==> config.mk <==
export PLATFORM = sky130hd
export DESIGN_NAME = seg_desc_fetch
export DESIGN_NICKNAME = d
export VERILOG_FILES = /design/src/rtl/sdf_pkg.sv /design/src/rtl/sdf_addr_gen.sv /design/src/rtl/sdf_ctrl.sv /design/src/rtl/sdf_seg_cache.sv /design/src/rtl/seg_desc_fetch.sv
export SDC_FILE = /design/constraint.sdc
export NUM_CORES = 1
export LEC_CHECK = 0
export ABC_AREA = 1
export BUFFER_PORTS_ARGS = -buffer_cell sky130_fd_sc_hd__buf_2
export CAP_MARGIN = 20
export CORE_MARGIN = 3
export CORE_UTILIZATION = 42
export CTS_CLUSTER_DIAMETER = 30
export DETAILED_ROUTE_END_ITERATION = 10
export HOLD_SLACK_MARGIN = 0.02
export PLACE_DENSITY = 0.69
export SLEW_MARGIN = 30
export SYNTH_ARGS = -nofsm -noshare
export SYNTH_HDL_FRONTEND = slang
export SYNTH_SLANG_ARGS = --single-unit
==> constraint.sdc <==
create_clock -name clk -period 7.2 [get_ports clk]
set_clock_uncertainty 0.1 [all_clocks]
set_input_delay 1.08 -clock clk [delete_from_list [all_inputs] [get_ports clk]]
set_output_delay 1.08 -clock clk [all_outputs]
set_load 0.005 [all_outputs]
==> src/rtl/sdf_pkg.sv <==
package sdf_pkg;

  typedef enum logic [2:0] {
    ST_IDLE,
    ST_CHECK,
    ST_F0,
    ST_F1,
    ST_F2,
    ST_F3,
    ST_DONE
  } sdf_state_e;

  localparam int SEL_W        = 16;
  localparam int WORD_W       = 16;
  localparam int ENTRY_BYTES  = 8;
  localparam int PRESENT_BIT  = 15;  // bit 7 of the rights byte, inside word 2

endpackage

==> src/rtl/sdf_addr_gen.sv <==
module sdf_addr_gen #(
  parameter int AW = 24
) (
  input  logic [15:2]   sel_hi,
  input  logic          ltab_op,
  input  logic [AW-1:0] gtab_base,
  input  logic [15:0]   gtab_limit,
  input  logic          ltab_valid,
  input  logic [AW-1:0] ltab_base,
  input  logic [15:0]   ltab_limit,
  input  logic [1:0]    word_idx,
  output logic [AW-1:0] addr,
  output logic          is_null,
  output logic          reject
);
  logic          use_local;
  logic [15:0]   offset;
  logic [15:0]   tab_limit;
  logic [AW-1:0] tab_base;
  logic [16:0]   last_byte;
  logic          in_bounds;

  assign use_local = sel_hi[2];
  assign offset    = {sel_hi[15:3], 3'b000};
  assign tab_limit = use_local ? ltab_limit : gtab_limit;
  assign tab_base  = use_local ? ltab_base  : gtab_base;

  // the last byte of the 8-byte entry must not pass the limit
  assign last_byte = {1'b0, offset} + 17'd7;
  assign in_bounds = last_byte <= {1'b0, tab_limit};

  assign is_null = !use_local && (sel_hi[15:3] == 13'd0);
  assign reject  = (ltab_op && use_local) || (use_local && !ltab_valid) || !in_bounds;

  assign addr = tab_base + AW'(offset) + AW'({word_idx, 1'b0});
endmodule

==> src/rtl/sdf_ctrl.sv <==
module sdf_ctrl
  import sdf_pkg::*;
#(
  parameter int AW    = 24,
  parameter int SEG_W = 2
) (
  input  logic             clk,
  input  logic             rst_n,
  input  logic             req_valid,
  output logic             req_ready,
  input  logic             req_ltab,
  input  logic [SEG_W-1:0] req_seg,
  input  logic [15:2]      req_sel_hi,
  output logic [15:2]      sel_hi,
  output logic             ltab_op,
  output logic [SEG_W-1:0] seg,
  output logic [1:0]       word_idx,
  input  logic [AW-1:0]    addr_in,
  input  logic             is_null,
  input  logic             reject,
  output logic             rd_valid,
  input  logic             rd_ready,
  output logic [AW-1:0]    rd_addr,
  input  logic             rsp_valid,
  input  logic [15:0]      rsp_data,
  output logic             done,
  output logic             fault,
  output logic             commit_seg,
  output logic             inval_seg,
  output logic             commit_ltab,
  output logic             inval_ltab,
  output logic [AW-1:0]    dec_base,
  output logic [15:0]      dec_limit,
  output logic [7:0]       dec_ar
);
  sdf_state_e       state_q, state_d;
  logic [15:2]      sel_q;
  logic             ltab_q;
  logic [SEG_W-1:0] seg_q;
  logic             issued_q, fault_q, null_q;
  logic [15:0]      w0_q, w1_q, w2_q;
  logic             in_fetch, capture, ok;

  assign in_fetch = (state_q == ST_F0) || (state_q == ST_F1) ||
                    (state_q == ST_F2) || (state_q == ST_F3);

  always_comb begin
    case (state_q)
      ST_F1:   word_idx = 2'd1;
      ST_F2:   word_idx = 2'd2;
      ST_F3:   word_idx = 2'd3;
      default: word_idx = 2'd0;
    endcase
  end

  assign req_ready = (state_q == ST_IDLE);
  assign rd_valid  = in_fetch && !issued_q;
  assign rd_addr   = addr_in;
  assign capture   = in_fetch && issued_q && rsp_valid;
  assign sel_hi    = sel_q;
  assign ltab_op   = ltab_q;
  assign seg       = seg_q;

  always_comb begin
    state_d = state_q;
    case (state_q)
      ST_IDLE:  if (req_valid) state_d = ST_CHECK;
      ST_CHECK: state_d = (is_null || reject) ? ST_DONE : ST_F0;
      ST_F0:    if (capture) state_d = ST_F1;
      ST_F1:    if (capture) state_d = ST_F2;
      ST_F2:    if (capture) state_d = ST_F3;
      ST_F3:    if (capture) state_d = ST_DONE;
      ST_DONE:  state_d = ST_IDLE;
      default:  state_d = ST_IDLE;
    endcase
  end

  always_ff @(posedge clk) begin
    if (!rst_n) begin
      state_q  <= ST_IDLE;
      sel_q    <= '0;
      ltab_q   <= 1'b0;
      seg_q    <= '0;
      issued_q <= 1'b0;
      fault_q  <= 1'b0;
      null_q   <= 1'b0;
      w0_q     <= '0;
      w1_q     <= '0;
      w2_q     <= '0;
    end else begin
      state_q <= state_d;
      if (state_q == ST_IDLE && req_valid) begin
        sel_q   <= req_sel_hi;
        ltab_q  <= req_ltab;
        seg_q   <= req_seg;
        fault_q <= 1'b0;
        null_q  <= 1'b0;
      end
      if (state_q == ST_CHECK) begin
        null_q  <= is_null;
        fault_q <= !is_null && reject;
      end
      if (rd_valid && rd_ready) issued_q <= 1'b1;
      else if (capture)         issued_q <= 1'b0;
      if (capture) begin
        case (word_idx)
          2'd0:    w0_q <= rsp_data;
          2'd1:    w1_q <= rsp_data;
          2'd2:    w2_q <= rsp_data;
          default: ;
        endcase
      end
    end
  end

  generate
    if (AW == 32) begin : g_wide
      logic [7:0] w3_hi_q;
      always_ff @(posedge clk) begin
        if (!rst_n)                          w3_hi_q <= '0;
        else if (capture && word_idx == 2'd3) w3_hi_q <= rsp_data[15:8];
      end
      assign dec_base = {w3_hi_q, w2_q[7:0], w1_q};
    end else begin : g_narrow
      assign dec_base = AW'({w2_q[7:0], w1_q});
    end
  endgenerate

  assign dec_limit = w0_q;
  assign dec_ar    = w2_q[15:8];

  assign done        = (state_q == ST_DONE);
  assign fault       = done && (fault_q || (!null_q && !w2_q[PRESENT_BIT]));
  assign ok          = done && !fault && !null_q;
  assign commit_seg  = ok && !ltab_q;
  assign commit_ltab = ok && ltab_q;
  assign inval_seg   = done && null_q && !ltab_q;
  assign inval_ltab  = done && null_q && ltab_q;

  AST_RD_HOLD: assert property (@(posedge clk) disable iff (!rst_n)
    (rd_valid && !rd_ready) |=> (rd_valid && $stable(rd_addr)));
  AST_DONE_PULSE: assert property (@(posedge clk) disable iff (!rst_n)
    done |=> !done);
  AST_FAULT_WITH_DONE: assert property (@(posedge clk) disable iff (!rst_n)
    fault |-> done);
  AST_ONE_IN_FLIGHT: assert property (@(posedge clk) disable iff (!rst_n)
    (req_valid && req_ready) |=> !req_ready);
  AST_NULL_NO_READ: assert property (@(posedge clk) disable iff (!rst_n)
    (state_q == ST_CHECK && is_null) |=> (!rd_valid && done && !fault));
  AST_REJECT_NO_READ: assert property (@(posedge clk) disable iff (!rst_n)
    (state_q == ST_CHECK && reject && !is_null) |=> (!rd_valid && fault));
endmodule

==> src/rtl/sdf_seg_cache.sv <==
module sdf_seg_cache #(
  parameter int AW      = 24,
  parameter int NUM_SEG = 4,
  parameter int SEG_W   = 2
) (
  input  logic             clk,
  input  logic             rst_n,
  input  logic             wr_en,
  input  logic             wr_inval,
  input  logic [SEG_W-1:0] wr_idx,
  input  logic [AW-1:0]    wr_base,
  input  logic [15:0]      wr_limit,
  input  logic [7:0]       wr_ar,
  input  logic [SEG_W-1:0] look_idx,
  output logic             look_valid,
  output logic [AW-1:0]    look_base,
  output logic [15:0]      look_limit,
  output logic [7:0]       look_ar
);
  logic          ent_v [NUM_SEG];
  logic [AW-1:0] ent_b [NUM_SEG];
  logic [15:0]   ent_l [NUM_SEG];
  logic [7:0]    ent_a [NUM_SEG];

  generate
    for (genvar i = 0; i < NUM_SEG; i++) begin : g_ent
      logic          v_q;
      logic [AW-1:0] b_q;
      logic [15:0]   l_q;
      logic [7:0]    a_q;
      logic          hit;
      assign hit = (wr_idx == SEG_W'(i));
      always_ff @(posedge clk) begin
        if (!rst_n) begin
          v_q <= 1'b0;
          b_q <= '0;
          l_q <= '0;
          a_q <= '0;
        end else if (hit && wr_en) begin
          v_q <= 1'b1;
          b_q <= wr_base;
          l_q <= wr_limit;
          a_q <= wr_ar;
        end else if (hit && wr_inval) begin
          v_q <= 1'b0;
        end
      end
      assign ent_v[i] = v_q;
      assign ent_b[i] = b_q;
      assign ent_l[i] = l_q;
      assign ent_a[i] = a_q;
    end
  endgenerate

  always_comb begin
    look_valid = 1'b0;
    look_base  = '0;
    look_limit = '0;
    look_ar    = '0;
    for (int i = 0; i < NUM_SEG; i++) begin
      if (look_idx == SEG_W'(i)) begin
        look_valid = ent_v[i];
        look_base  = ent_b[i];
        look_limit = ent_l[i];
        look_ar    = ent_a[i];
      end
    end
  end

  AST_WRITE_EXCLUSIVE: assert property (@(posedge clk) disable iff (!rst_n)
    $onehot0({wr_en, wr_inval}));
  AST_WRITE_SETS_VALID: assert property (@(posedge clk) disable iff (!rst_n)
    (wr_en && look_idx == wr_idx) |=> (look_idx != $past(wr_idx) || look_valid));
endmodule

==> src/rtl/seg_desc_fetch.sv <==
module seg_desc_fetch #(
  parameter  int WIDE_BASE = 0,
  parameter  int NUM_SEG   = 4,
  localparam int AW        = (WIDE_BASE != 0) ? 32 : 24,
  localparam int SEG_W     = (NUM_SEG > 1) ? $clog2(NUM_SEG) : 1
) (
  input  logic             clk,
  input  logic             rst_n,
  input  logic             req_valid,
  output logic             req_ready,
  input  logic             req_ltab,
  input  logic [SEG_W-1:0] req_seg,
  input  logic [15:0]      req_sel,
  input  logic [AW-1:0]    gtab_base,
  input  logic [15:0]      gtab_limit,
  output logic             rd_valid,
  input  logic             rd_ready,
  output logic [AW-1:0]    rd_addr,
  input  logic             rsp_valid,
  input  logic [15:0]      rsp_data,
  output logic             done,
  output logic             fault,
  output logic             ltab_valid,
  output logic [AW-1:0]    ltab_base,
  output logic [15:0]      ltab_limit,
  input  logic [SEG_W-1:0] look_seg,
  output logic             look_valid,
  output logic [AW-1:0]    look_base,
  output logic [15:0]      look_limit,
  output logic [7:0]       look_ar
);
  logic [15:2]      sel_hi;
  logic             ltab_op;
  logic [SEG_W-1:0] seg;
  logic [1:0]       word_idx;
  logic [AW-1:0]    fetch_addr;
  logic             is_null, reject;
  logic             commit_seg, inval_seg, commit_ltab, inval_ltab;
  logic [AW-1:0]    dec_base;
  logic [15:0]      dec_limit;
  logic [7:0]       dec_ar;
  logic             unused_rpl;

  assign unused_rpl = &{1'b0, req_sel[1:0]};

  sdf_addr_gen #(.AW(AW)) u_addr (
    .sel_hi     (sel_hi),
    .ltab_op    (ltab_op),
    .gtab_base  (gtab_base),
    .gtab_limit (gtab_limit),
    .ltab_valid (ltab_valid),
    .ltab_base  (ltab_base),
    .ltab_limit (ltab_limit),
    .word_idx   (word_idx),
    .addr       (fetch_addr),
    .is_null    (is_null),
    .reject     (reject)
  );

  sdf_ctrl #(.AW(AW), .SEG_W(SEG_W)) u_ctrl (
    .clk         (clk),
    .rst_n       (rst_n),
    .req_valid   (req_valid),
    .req_ready   (req_ready),
    .req_ltab    (req_ltab),
    .req_seg     (req_seg),
    .req_sel_hi  (req_sel[15:2]),
    .sel_hi      (sel_hi),
    .ltab_op     (ltab_op),
    .seg         (seg),
    .word_idx    (word_idx),
    .addr_in     (fetch_addr),
    .is_null     (is_null),
    .reject      (reject),
    .rd_valid    (rd_valid),
    .rd_ready    (rd_ready),
    .rd_addr     (rd_addr),
    .rsp_valid   (rsp_valid),
    .rsp_data    (rsp_data),
    .done        (done),
    .fault       (fault),
    .commit_seg  (commit_seg),
    .inval_seg   (inval_seg),
    .commit_ltab (commit_ltab),
    .inval_ltab  (inval_ltab),
    .dec_base    (dec_base),
    .dec_limit   (dec_limit),
    .dec_ar      (dec_ar)
  );

  sdf_seg_cache #(.AW(AW), .NUM_SEG(NUM_SEG), .SEG_W(SEG_W)) u_cache (
    .clk        (clk),
    .rst_n      (rst_n),
    .wr_en      (commit_seg),
    .wr_inval   (inval_seg),
    .wr_idx     (seg),
    .wr_base    (dec_base),
    .wr_limit   (dec_limit),
    .wr_ar      (dec_ar),
    .look_idx   (look_seg),
    .look_valid (look_valid),
    .look_base  (look_base),
    .look_limit (look_limit),
    .look_ar    (look_ar)
  );

  // local table register, filled through a global-table lookup
  always_ff @(posedge clk) begin
    if (!rst_n) begin
      ltab_valid <= 1'b0;
      ltab_base  <= '0;
      ltab_limit <= '0;
    end else if (commit_ltab) begin
      ltab_valid <= 1'b1;
      ltab_base  <= dec_base;
      ltab_limit <= dec_limit;
    end else if (inval_ltab) begin
      ltab_valid <= 1'b0;
    end
  end

  AST_LTAB_LOADED: assert property (@(posedge clk) disable iff (!rst_n)
    commit_ltab |=> ltab_valid);
  AST_LTAB_HOLD_ON_FAULT: assert property (@(posedge clk) disable iff (!rst_n)
    fault |=> ($stable(ltab_valid) && $stable(ltab_base) && $stable(ltab_limit)));
endmodule

==> impl_metrics.yaml, run 1 <==
clock_network:
  path_clk_slew_ns: 0.04
  post-cts-setup-buffers: 0
  post_cts_resized: 0
  cts_buffer_depth: 3
  hold_buffers: 0
  h-tree-depth: 3
  insertion_delay_ns: 0.55
  root_buffer: "clkbuf_16"
  cts_made_buffers: 68
  cts_tree: "yes"
  cts.sinks: 308
die:
  start_util_pct: 43.2
  die_w_um: 187
  ios: 200
  core_area_um2: 32000
  dieArea_um2: 35100
  dieHeight_um: 187
  fp-row-count: 65
cells_and_area:
  drive_gt1_share_pct: 18.3
  final_cell_mix: "315 x a21oi_1, 308 x dfxtp_1, 295 x o21ai_0"
  area_growth_syn_to_layout_pct: 24.9
  diodes: 0
  fin_area_um2: 17300
  final_common_cell: "a21oi_1"
  fin_nets: 2126
grt:
  grt_first_pass_wirelength_um: 68800
  track_usage_pct: 24.2
  grt_pass1_vias: 12800
  gr-total-overflow: 0
  grt_start_max_net_pins: 167
  antenna_found_initial: 2
synth:
  synthFlopType: "dfxtp_1"
  synth_nets: 1967
  syn_inst: 1853
  syn_area_um2: 13800
  synth_seq_area_share_pct: 44.6
  yosys_warnings: 0
  ys_async_sr_fraction_pct: 0
  syn_area_per_cell_um2: 7.46
  synth_seq_cells: 308
  synth.distinct_cells: 32
  synth_edf_count: 0
worst_setup_path:
  cp-end-kind: "primary output"
  cp-start-kind: "register"
  crit_arrival_ns: 4.13
  timing.rr.start: "u_ctrl.state_q[2]"
  critPathLaunch: "u_ctrl.state_q[1]"
  worstPathMaxFanout: 18
  crit_type: "register to primary output"
  cp.required_ns: 6.02
timing:
  period_share_pct: 73.8
  finalMaxSlewViolations: 0
  finalCriticalPeriod_ns: 5.31
  finalHoldViolCount: 0
  slew_headroom_pct: 37.2
  tightest_slew_ns: 0.942
  rsz0062_at_grt: "no"
  setup-tns-final_ns: 0
  fmax_mhz: 188
  setup_viol: 0
routing:
  first_pass_iters: 5
  via_count: 13300
  via_per_inst: 5.33
  ant_nets: 0
  wl_per_cell_um: 17.7
  wl_um: 44300
  drc: 0
  drt-initial-drc-count: 1055
pwr:
  ir_drop_mv: 0.233
  cellLeakagePower_nw: 6.83
  power-per-cell-area_nw_per_um2: 345
status:
  status: "finished, final reports clean"
placement:
  dp_hpwl_um: 29000
  port_buffers: 197
  gp_congestion: 0.885
  placed_cell_area_um2: 14900
flow_run:
  maxCapViolCount: 0
worst_hold_path:
  min_from: "u_cache.g_ent[3].b_q[18]"
  hold_class: "register to register"
registers in the layout, indices dropped and copies added (netlist names):
register,count
ltab_base,24
ltab_limit,16
ltab_valid,1
u_cache.g_ent.a_q,32
u_cache.g_ent.b_q,96
u_cache.g_ent.l_q,64
u_cache.g_ent.v_q,4
u_ctrl.dec_limit,16
u_ctrl.fault_q,1
u_ctrl.issued_q,1
u_ctrl.ltab_op,1
u_ctrl.null_q,1
u_ctrl.seg,2
u_ctrl.sel_hi,14
u_ctrl.state_q,3
u_ctrl.w1_q,16
u_ctrl.w2_q,16
cells by family (layout without fill, tap and decap cells):
family | after synthesis | after routing | synth area share (%)
xor+xnor | 21 | 21 | 1.33
flops | 308 | 308 | 44.6
buf+inv | 409 | 621 | 12.3
simple gates | 309 | 309 | 9.41
compound gates | 774 | 774 | 29.4
fa+ha+maj | 32 | 32 | 2.95
per-stage QoR:
stage	setup slack [ns]	std cells	hold slack (ns)	util [%]	power (mW)
after floorplan	3.09	1853	0.324	-	2.48
after global placement	2.53	2376	0.332	46.5	2.80
after detailed placement	2.46	2377	0.337	46.6	2.81
after CTS	1.87	2500	0.344	54.0	5.99
after global routing	1.59	2500	0.360	54.0	6.21
final	1.89	2500	0.344	54.0	5.96
worst max-delay path: stages (launching register included):
cell and delay (ns):
dfxtp_1 0.52, inv_1 0.14, ha_1 0.23, a31oi_1 0.21
nor2_1 0.07, nand2_1 0.19, inv_2 0.21, ha_1 0.27
fa_1 0.41, nand3_1 0.08, nand2_1 0.08, a21boi_1 0.35
o21ai_0 0.26, nand3_1 0.12, nand2_1 0.09, nand2_1 0.08
xor2_1 0.14, buf_2 0.13
cell type report:
type	count	area, um^2
fillers	2974	14700
multi-input cells	1136	5980
repair buffers	210	1120
well taps	435	544
inverters	288	1080
clock buffers	83	1870
flip-flops and latches	308	6170
clock inverters	40	503
path summary, 6_finish.rpt:
check | cells past startpoint | slack [ns] | endpoint
worst min register to register | 2 | 0.34 | u_cache.g_ent[3].b_q[18]
worst max-delay path | 17 | 1.89 | rd_addr[21]
worst max register to register | 8 | 4.18 | u_cache.g_ent[3].b_q[14]
worst min-delay path | 2 | 0.34 | u_cache.g_ent[3].b_q[18]
routing by layer:
metal,vias to the layer above,GRT usage (%),share of wire [%]
li1,6504,-,-
met1,6182,31.9,44
met2,546,38.9,45
met3,85,5.60,8.5
met4,4,8.54,2.5
met5,-,0,0.070
cell usage after synthesis (20+ instances only):
master	n	share of area (%)
a21oi_1	315	11
a21oi_2	29	1.8
buf_6	20	1.6
clkbuf_1	90	2.4
dfxtp_1	308	45
ha_1	31	2.8
inv_1	282	7.7
nand2_1	133	3.6
nand3_1	45	1.6
nor2_1	108	2.9
o21ai_0	295	11
o21ai_1	76	2.8
o22ai_1	48	2.2
power breakdown:
part / total, mW / leakage, nW / internal, mW / switching, mW
clock: 3.16 / 1.15 / 2.17 / 0.986
combinational: 0.953 / 3.20 / 0.337 / 0.616
sequential: 1.84 / 2.48 / 1.76 / 0.0816
Note: power is estimated with default switching activity, not from simulation.
==> run 2, diff against run 1 <==
==> constraint.sdc (replaced) <==
create_clock -name clk -period 5.4 [get_ports clk]
set_clock_uncertainty 0.1 [all_clocks]
set_input_delay 0.81 -clock clk [delete_from_list [all_inputs] [get_ports clk]]
set_output_delay 0.81 -clock clk [all_outputs]
set_load 0.005 [all_outputs]
==> impl_metrics.yaml, run 2 (synthesis gave the netlist of run 1 again) <==
routing:
  wl_per_cell_um: 17.4
  drc: 0
  wl_um: 43700
  ant_nets: 0
  via_count: 13300
  first_pass_iters: 5
  via_per_inst: 5.30
  drt-initial-drc-count: 1070
worst_setup_path:
  timing.rr.start: "u_ctrl.state_q[2]"
  crit_type: "register to primary output"
  crit_arrival_ns: 4.13
  cp-start-kind: "register"
  cp.required_ns: 4.49
  reg2reg_to: "u_cache.g_ent[3].b_q[14]"
  worstRegToRegCells: 8
  worstPathMaxFanout: 18
  rrSetupSlack_ns: 2.55
  cp-end-kind: "primary output"
  critPathLaunch: "u_ctrl.state_q[1]"
die:
  dieHeight_um: 187
  start_util_pct: 43.2
  fp-row-count: 65
  dieArea_um2: 35100
  die_w_um: 187
  ios: 200
  core_area_um2: 32000
timing:
  slew_headroom_pct: 46.1
  setup_viol: 0
  worst_slack_ns: 0.363
  period_share_pct: 93.3
  setup-tns-final_ns: 0
  finalMaxSlewViolations: 0
  finalHoldViolCount: 0
  whs_ns: 0.343
  fmax_mhz: 199
  finalCriticalPeriod_ns: 5.04
  rsz0062_at_grt: "no"
  tightest_slew_ns: 0.808
clock_network:
  post_cts_resized: 0
  root_buffer: "clkbuf_16"
  insertion_delay_ns: 0.56
  cts_made_buffers: 71
  cts_tree: "yes"
  cts_buffer_depth: 3
  h-tree-depth: 3
  cts.sinks: 308
  post-cts-setup-buffers: 0
  hold_buffers: 0
  path_clk_slew_ns: 0.04
cells_and_area:
  drive_gt1_share_pct: 18.2
  top_register: "u_cache.g_ent.b_q"
  area_growth_syn_to_layout_pct: 25.6
  final_cells: 2505
  nFillCells: 2960
  final_common_cell: "a21oi_1"
  final_cell_mix: "315 x a21oi_1, 308 x dfxtp_1, 295 x o21ai_0"
  biggestRegsByFlops: "u_cache.g_ent.b_q: 96 flops, u_cache.g_ent.l_q: 64 flops, u_cache.g_ent.a_q: 32 flops"
  fin_nets: 2131
  largest_register_ffs: 96
placement:
  dp_hpwl_um: 29200
  placedCellCount: 2379
  gp_congestion: 0.911
  dp_slack_ns: 0.989
  port_buffers: 197
grt:
  track_usage_pct: 24.0
  gr-total-overflow: 0
  grt_pass1_vias: 12900
  grt_first_pass_wirelength_um: 68500
  antenna_found_initial: 2
  grt_start_max_net_pins: 121
status:
  status: "finished, final reports clean"
pwr:
  power-per-cell-area_nw_per_um2: 465
  ir_drop_mv: 0.258
  cellLeakagePower_nw: 6.87
worst_hold_path:
  hold_class: "register to register"
  holdPathStages: 2
  min_from: "u_cache.g_ent[2].b_q[9]"
  hold_end: "u_cache.g_ent[2].b_q[9]"
flow_run:
  maxCapViolCount: 0
==> run 2: critical path: stages, from the launching register on <==
cell and delay [ns]:
dfxtp_1 0.51, inv_1 0.14, ha_1 0.23, a31oi_1 0.19, nor2_1 0.06, nand2_1 0.19
inv_2 0.21, ha_1 0.27, fa_1 0.40, nand3_1 0.10, nand2_1 0.08, a21boi_1 0.37
inv_1 0.11, a21oi_1 0.24, nor2_1 0.06, nor2_1 0.12, xor2_1 0.15, buf_2 0.13
==> run 2: metrics by stage <==
step                      utilization (%)  cell area, um^2  power (mW)
after floorplan                         -            13800        3.30
after global placement               46.5            14900        3.73
after detailed placement             46.5            14900        3.75
after CTS                            54.3            17400        8.12
after global routing                 54.3            17400        8.42
final                                54.3            17400        8.08
==> run 2: power breakdown <==
part	internal, mW	switching, mW
sequential	2.35	0.108
clock	3.03	1.32
combinational	0.454	0.817
==> run 2: metal layers <==
layer	routed length [um]	GRT usage, %
met1	19000	31.8
met2	19700	38.5
met3	3820	5.15
met4	1190	9.29
met5	17	0
==> run 2: layout make-up <==
cell class                      instances  area (um^2)  area share [%]
Clock buffer                           92         2000            11.5
Tap cell                              435          544            3.13
Inverter                              288         1080            6.23
Multi-Input combinational cell       1136         5980            34.4
Clock inverter                         33          479            2.76
Sequential cell                       308         6170            35.5
Timing Repair Buffer                  212         1110            6.41
Antenna cell                            1         2.50          0.0144
==> run 2: worst max-delay path by stage <==
stage                  endpoint  cells past startpoint
finish              rd_addr[19]                     17
global route        rd_addr[21]                     17
CTS                 rd_addr[19]                     17
detailed placement  rd_addr[21]                     17
global placement    rd_addr[21]                     17
floorplan           rd_addr[19]                     18
